$ cat src/rtl/thresh_alert_pkg.sv
package thresh_alert_pkg;
  localparam int RES_W      = 12;
  localparam int HYS_W      = 4;
  localparam int HYST_SHIFT = 3;
  localparam logic [RES_W-1:0] RES_MAX = '1;

  localparam logic [7:0] ADDR_CFG  = 8'h00;
  localparam logic [7:0] ADDR_SEL  = 8'h01;
  localparam logic [7:0] ADDR_HIF  = 8'h02;
  localparam logic [7:0] ADDR_LOF  = 8'h03;
  localparam logic [7:0] ADDR_ANY  = 8'h04;
  localparam logic [7:0] LIM_BASE  = 8'h10;
  localparam int         CMP_EN_BIT = 4;

  function automatic logic [RES_W-1:0] hyst_value(input logic [HYS_W-1:0] code);
    return RES_W'(code) << HYST_SHIFT;
  endfunction

  function automatic logic [RES_W-1:0] sat_sub(input logic [RES_W-1:0] a,
                                               input logic [RES_W-1:0] b);
    return (a >= b) ? (a - b) : '0;
  endfunction

  function automatic logic [RES_W-1:0] sat_add(input logic [RES_W-1:0] a,
                                               input logic [RES_W-1:0] b);
    logic [RES_W:0] s;
    s = {1'b0, a} + {1'b0, b};
    return s[RES_W] ? RES_MAX : s[RES_W-1:0];
  endfunction
endpackage

$ cat src/rtl/thresh_alert_limits.sv
module thresh_alert_limits
  import thresh_alert_pkg::*;
#(
  parameter int NCH  = 8,
  parameter int CH_W = (NCH > 1) ? $clog2(NCH) : 1
) (
  input  logic                       clk,
  input  logic                       rst_n,
  input  logic                       wr_en,
  input  logic [7:0]                 addr,
  input  logic [7:0]                 wdata,
  output logic                       lim_hit,
  output logic [7:0]                 lim_rdata,
  output logic [NCH-1:0][RES_W-1:0]  hi_lim,
  output logic [NCH-1:0][RES_W-1:0]  lo_lim,
  output logic [NCH-1:0][HYS_W-1:0]  hyst_code
);
  localparam logic [7:0] LIM_END = 8'(LIM_BASE + 4 * NCH);

  for (genvar g = 0; g < NCH; g++) begin : g_ch
    localparam logic [7:0] MY_BASE = 8'(LIM_BASE + 4 * g);
    logic mine;
    assign mine = wr_en && (addr[7:2] == MY_BASE[7:2]);

    always_ff @(posedge clk or negedge rst_n) begin
      if (!rst_n) begin
        hi_lim[g]    <= RES_MAX;
        lo_lim[g]    <= '0;
        hyst_code[g] <= '0;
      end else if (mine) begin
        case (addr[1:0])
          2'd0: begin
            hi_lim[g][3:0] <= wdata[7:4];
            hyst_code[g]   <= wdata[3:0];
          end
          2'd1: hi_lim[g][11:4] <= wdata;
          2'd2: lo_lim[g][3:0]  <= wdata[7:4];
          default: lo_lim[g][11:4] <= wdata;
        endcase
      end
    end
  end

  logic [7:0]      rel;
  logic [CH_W-1:0] idx;
  assign lim_hit = (addr >= LIM_BASE) && (addr < LIM_END);
  assign rel     = addr - LIM_BASE;
  assign idx     = CH_W'(rel[7:2]);

  always_comb begin
    lim_rdata = 8'h00;
    if (lim_hit) begin
      case (addr[1:0])
        2'd0:    lim_rdata = {hi_lim[idx][3:0], hyst_code[idx]};
        2'd1:    lim_rdata = hi_lim[idx][11:4];
        2'd2:    lim_rdata = {lo_lim[idx][3:0], 4'h0};
        default: lim_rdata = lo_lim[idx][11:4];
      endcase
    end
  end
endmodule

$ cat src/rtl/thresh_alert_chan.sv
module thresh_alert_chan
  import thresh_alert_pkg::*;
(
  input  logic             clk,
  input  logic             rst_n,
  input  logic             conv,
  input  logic [RES_W-1:0] val,
  input  logic [RES_W-1:0] hi_lim,
  input  logic [RES_W-1:0] lo_lim,
  input  logic [HYS_W-1:0] hyst_code,
  output logic             hi_set,
  output logic             lo_set
);
  logic             hi_act_q, lo_act_q, hi_act_d, lo_act_d;
  logic [RES_W-1:0] hy, hi_rearm, lo_rearm;

  assign hy       = hyst_value(hyst_code);
  assign hi_rearm = sat_sub(hi_lim, hy);
  assign lo_rearm = sat_add(lo_lim, hy);

  always_comb begin
    hi_act_d = hi_act_q;
    if (val > hi_lim)        hi_act_d = 1'b1;
    else if (val < hi_rearm) hi_act_d = 1'b0;
    lo_act_d = lo_act_q;
    if (val < lo_lim)        lo_act_d = 1'b1;
    else if (val > lo_rearm) lo_act_d = 1'b0;
  end

  always_ff @(posedge clk or negedge rst_n) begin
    if (!rst_n) begin
      hi_act_q <= 1'b0;
      lo_act_q <= 1'b0;
    end else if (conv) begin
      hi_act_q <= hi_act_d;
      lo_act_q <= lo_act_d;
    end
  end

  assign hi_set = conv & hi_act_d;
  assign lo_set = conv & lo_act_d;
endmodule

$ cat src/rtl/thresh_alert_unit.sv
module thresh_alert_unit
  import thresh_alert_pkg::*;
#(
  parameter int NCH  = 8,
  parameter int CH_W = (NCH > 1) ? $clog2(NCH) : 1
) (
  input  logic             clk,
  input  logic             rst_n,
  input  logic             wr_en,
  input  logic [7:0]       addr,
  input  logic [7:0]       wdata,
  output logic [7:0]       rdata,
  input  logic             res_valid,
  input  logic [CH_W-1:0]  res_ch,
  input  logic [RES_W-1:0] res_val,
  output logic             alert
);
  logic                      cmp_en;
  logic [NCH-1:0]            sel_q, hi_flags, lo_flags, hi_trip, lo_trip;
  logic [NCH-1:0]            hi_clr, lo_clr;
  logic                      lim_hit;
  logic [7:0]                lim_rdata;
  logic [NCH-1:0][RES_W-1:0] hi_lim, lo_lim;
  logic [NCH-1:0][HYS_W-1:0] hyst_code;

  thresh_alert_limits #(.NCH(NCH), .CH_W(CH_W)) lim_i (
    .clk(clk), .rst_n(rst_n), .wr_en(wr_en), .addr(addr), .wdata(wdata),
    .lim_hit(lim_hit), .lim_rdata(lim_rdata),
    .hi_lim(hi_lim), .lo_lim(lo_lim), .hyst_code(hyst_code)
  );

  for (genvar g = 0; g < NCH; g++) begin : g_cmp
    logic conv_g;
    assign conv_g = res_valid && cmp_en && sel_q[g] && (res_ch == CH_W'(g));
    thresh_alert_chan chan_i (
      .clk(clk), .rst_n(rst_n), .conv(conv_g), .val(res_val),
      .hi_lim(hi_lim[g]), .lo_lim(lo_lim[g]), .hyst_code(hyst_code[g]),
      .hi_set(hi_trip[g]), .lo_set(lo_trip[g])
    );
  end

  assign hi_clr = (wr_en && addr == ADDR_HIF) ? wdata[NCH-1:0] : '0;
  assign lo_clr = (wr_en && addr == ADDR_LOF) ? wdata[NCH-1:0] : '0;

  always_ff @(posedge clk or negedge rst_n) begin
    if (!rst_n) begin
      cmp_en   <= 1'b0;
      sel_q    <= '0;
      hi_flags <= '0;
      lo_flags <= '0;
    end else begin
      if (wr_en && addr == ADDR_CFG) cmp_en <= wdata[CMP_EN_BIT];
      if (wr_en && addr == ADDR_SEL) sel_q  <= wdata[NCH-1:0];
      hi_flags <= (hi_flags & ~hi_clr) | hi_trip;
      lo_flags <= (lo_flags & ~lo_clr) | lo_trip;
    end
  end

  always_comb begin
    if (lim_hit) rdata = lim_rdata;
    else begin
      case (addr)
        ADDR_CFG: rdata = 8'(cmp_en) << CMP_EN_BIT;
        ADDR_SEL: rdata = 8'(sel_q);
        ADDR_HIF: rdata = 8'(hi_flags);
        ADDR_LOF: rdata = 8'(lo_flags);
        ADDR_ANY: rdata = 8'(hi_flags | lo_flags);
        default:  rdata = 8'h00;
      endcase
    end
  end

  assign alert = |((hi_flags | lo_flags) & sel_q);
endmodule

$ cat config.mk
export PLATFORM = sky130hd
export DESIGN_NAME = thresh_alert_unit
export DESIGN_NICKNAME = d
export VERILOG_FILES = /design/src/rtl/thresh_alert_pkg.sv /design/src/rtl/thresh_alert_limits.sv /design/src/rtl/thresh_alert_chan.sv /design/src/rtl/thresh_alert_unit.sv
export SDC_FILE = /design/constraint.sdc
export NUM_CORES = 1
export LEC_CHECK = 0
export BUFFER_PORTS_ARGS = -buffer_cell sky130_fd_sc_hd__buf_2
export CORE_UTILIZATION = 30
export CTS_BUF_LIST = sky130_fd_sc_hd__clkbuf_4 sky130_fd_sc_hd__clkbuf_8 sky130_fd_sc_hd__clkbuf_16
export DETAILED_ROUTE_END_ITERATION = 12
export PLACE_DENSITY_LB_ADDON = 0.05
export SLEW_MARGIN = 20
export SYNTH_ARGS = -nofsm -noshare
export SYNTH_HDL_FRONTEND = slang
export SYNTH_HIERARCHICAL = 1
export SYNTH_SLANG_ARGS = --single-unit
$ cat constraint.sdc
create_clock -name clk -period 4.7 [get_ports clk]
set_input_delay 0.94 -clock clk [delete_from_list [all_inputs] [get_ports clk]]
set_output_delay 0.94 -clock clk [all_outputs]
set_load 0.1 [all_outputs]
==> metrics.txt <==
status=complete, no violations; FF-to-FF path depth=14; Tmin final=around 4500 ps; Flop pwr share=33.8%; DP HPWL=around 85 mm; sequential fraction of the synthesis area=between 20 and 30%; # hold bufs at CTS=0; wire length on met2=51.7 mm; CTS tree=done; max frequency=approximately 220 MHz; CTS Sinks=265; placed cell area=between 0.02 and 0.03 sq mm; Startpoint Class=primary input; Critical Path RT=between 3000 and 4000 ps; Synth Flop Type=dfrtp_1; worst rel slew slack=approximately 29%; Logic pwr share=around 28%; Post-CTS Setup Repair Bufs=0; post-DR wirelength/cell=about 27 microns; Final Cycle Share=95.2%; Placer Congestion=0.878; top layer in use=met5; global route total overflow=0; worst slew pin tran=between 1000 and 1500 ps; Leak Pwr=12.9 nW; Hold WS=between 400 and 500 ps; internal power=~0.0052 W; top-area cell type share of the netlist area=20.6%; DIE AREA=between 0.08 and 0.09 sq mm; gr usage total=24.4%; CP Capture Type=primary output; Rows=between 100 and 150; initial antenna violation count=9; Clock transition at path regs=60 ps; clk root buf=clkbuf_16; layout cell share with drive strength beyond 1=23.1%; die width=a little under 300 microns; post-layout net count=3294; kind of critical path=primary input to primary output; chip height=between 200 and 300 microns; Hold Path Class=primary input to asynchronous set/reset pin; first-pass GRT wire length=159 mm; Yosys cell types=between 80 and 90; number of synthesized flops with an enable pin=0; Post-Synth Adder-Cell Area=between 20% and 30%; PortBufs=between 40 and 50; endpoints failing hold=0; largest family of logic cells by synthesized area=adder cells; metal1 wirelength=between 50 and 60 mm; initial DRC count=~1200; RSZ-0062 raised after global routing=false; clk_skew=roughly 43 ps; total power=0.00786 W; xor/xnor share of the synthesized area=about 2.4%; initial core utilization=between 30% and 40%; P_sw=between 0.002 and 0.003 W; Crit Reg-Reg Endpoint=hi_flags[2]; max_cap viols=0; Syn Nets=approximately 3200; clock network fraction of total power=37.7%; pre-CTS WS=between 200 and 300 ps; Power Density=about 260 mW/mm^2; reg2reg setup slack=~670 ps; sw frac=33.9%; met3 WL post-DR=about 3.7 mm; final antenna-violating net count=0; Final Max Slew Viols=0; Synth Area per Inst=about 9.7 sq um; Final Cell Area=roughly 0.030 sq mm; # H-tree levels=2; number of detailed-route iterations in the first pass=5; RR Startpoint=lim_i/hyst_code[9]; Residual DRC=0; setup_tns=0 ps; worst skew pair latency=between 500 and 600 ps; worst setup margin=about 220 ps; Crit Path Max Fanout=24; core area=between 0.08 and 0.09 sq mm; routed vias=~22000; CTS Buffer Depth=3; Yosys reg bits=~270; Area Overhead vs Synth=13.0%; Vias/cell=5.51; setup violators final=0; Mapped Cells=~2700; crit path DAT=3540 ps; share of synthesized registers carrying an async set or reset=100%; Syn. warnings=6; vias in the first global route=22560; Synth area leaders=ha_1 21%, dfrtp_1 16%, mux2_2 10%; post-CTS sizing=0; mux cell area share after synthesis=approximately 15%; largest net degree at the start of global routing=92; fillers=between 8000 and 9000; dominant cell type by area after synthesis=ha_1; total CTS buffers=36; routed wire length=roughly 110 mm; post-synthesis simple-gate area fraction=about 15%; Compound-Gate Fraction of Synth Area=between 10% and 20%; num ports=44; maximum vdd drop=about 250 uV; mapped cell area=0.0263 sq mm
stage by stage:
stage / instances / utilization (%)
final: 3995 / 34.2
after global routing: 3993 / 34.2
after CTS: 3992 / 34.2
after detailed placement: 3928 / 32.8
after global placement: 3928 / 32.8
after floorplan: 2720 / -
layer usage:
layer | global-route usage [%] | up-vias
met1 | 33.1 | 11175
met4 | 6.20 | 8
met5 | 0 | -
met2 | 41.2 | 409
li1 | - | 10303
met3 | 2.15 | 114
cells by family (layout without fill, tap and decap cells):
logic type      after synthesis  count (layout)
xor+xnor                     72              72
buf+inv                     304             421
simple gates                716             716
other cells                   0               3
fa+ha+maj                   448             448
compound gates              597             597
mux                         318             318
flops                       265             265
sequential cells by signal (all words and copies together), names as in the netlist:
signal,count
lim_i/hyst_code,32
lim_i/hi_lim,96
hi_flags,8
g_cmp.chan_i/lo_act_q,8
lo_flags,8
lim_i/lo_lim,96
sel_q,8
g_cmp.chan_i/hi_act_q,8
cmp_en,1
layout by cell type (no fill, tap or decap), drive strengths merged, types with 10 or more instances in the layout:
master	count
and4b	10
xor2	14
xnor2	58
a221oi	12
a21o	75
mux2i	25
fa	16
a21oi	154
dfrtp	169
nor3	48
ha	432
nand2b	58
mux2	250
or2	21
o21a	19
o31a	11
nand4	66
a2111oi	11
clkbuf	53
dfstp	96
o31ai	22
o21ai	120
a2bb2oi	10
a22oi	11
nand3	61
a211oi	23
a21boi	11
nor2	122
nor4	19
a211o	19
nor2b	58
nand2	198
or3	12
a31oi	10
o211ai	38
mux4	43
nor4b	12
buf	120
and4	11
inv	240
layout make-up:
cell class | count | area (sq um) | share of cell area [%]
timing repair buffer | 120 | 1030 | 3.46
clock buffer | 53 | 1080 | 3.65
sequential | 265 | 6750 | 22.7
clock inverter | 11 | 169 | 0.569
multi-input combinational | 2151 | 18300 | 61.7
antenna | 3 | 7.51 | 0.0253
inverter | 237 | 890 | 2.99
tap | 1155 | 1450 | 4.86
power by group through the flow:
stage | combinational [W] | clock [W] | sequential (W)
final | 0.00224 | 0.00296 | 0.00265
after floorplan | 0.00155 | 0 | 0.00254
after global placement | 0.00218 | 0 | 0.00270
after global routing | 0.00254 | 0.00310 | 0.00266
after detailed placement | 0.00224 | 0 | 0.00269
after CTS | 0.00226 | 0.00304 | 0.00265
critical path: stages:
cell,delay (ps)
buf_4,400
buf_4,270
mux4_2,530
mux2_2,300
o21ai_0,170
a221oi_1,100
nand2_1,90
o21ai_0,360
buf_12,320
cell usage after synthesis, types with 8 or more instances:
| master | instances |
|---|---|
| ha_1 | 432 |
| mux2_2 | 243 |
| inv_1 | 231 |
| nand2_1 | 187 |
| dfrtp_1 | 169 |
| a21oi_1 | 154 |
| nor2_1 | 117 |
| o21ai_0 | 102 |
| dfstp_2 | 96 |
| a21o_1 | 75 |
| nand4_1 | 65 |
| nand2b_1 | 58 |
| nor2b_1 | 58 |
| xnor2_1 | 58 |
| nand3_1 | 52 |
| mux4_2 | 43 |
| nor3_1 | 40 |
| clkbuf_1 | 36 |
| o211ai_1 | 36 |
| mux2i_1 | 25 |
| a211oi_1 | 23 |
| buf_2 | 21 |
| o21a_1 | 19 |
| o21ai_1 | 18 |
| fa_1 | 16 |
| a211o_1 | 15 |
| nor4_1 | 15 |
| o31ai_1 | 14 |
| or2_1 | 14 |
| xor2_1 | 14 |
| a221oi_1 | 12 |
| nor4b_1 | 12 |
| a21boi_0 | 11 |
| a22oi_1 | 11 |
| and4_1 | 11 |
| nand2_2 | 11 |
| o31a_1 | 11 |
| a2bb2oi_1 | 10 |
| a31oi_1 | 10 |
| nand3_2 | 9 |
| a2111oi_0 | 8 |
| nor3_2 | 8 |
| o31ai_2 | 8 |
| or3_4 | 8 |
how the worst max path moves through the flow:
stage	from	end	slack (ps)	cells after the start
after floorplan	addr[4]	rdata[0]	-550	7
after global placement	addr[2]	rdata[6]	230	11
after detailed placement	addr[2]	rdata[5]	250	11
after CTS	addr[2]	rdata[6]	250	11
after global routing	addr[2]	rdata[6]	110	11
final	addr[2]	rdata[3]	220	9
Power figures use the tool's default switching activity.
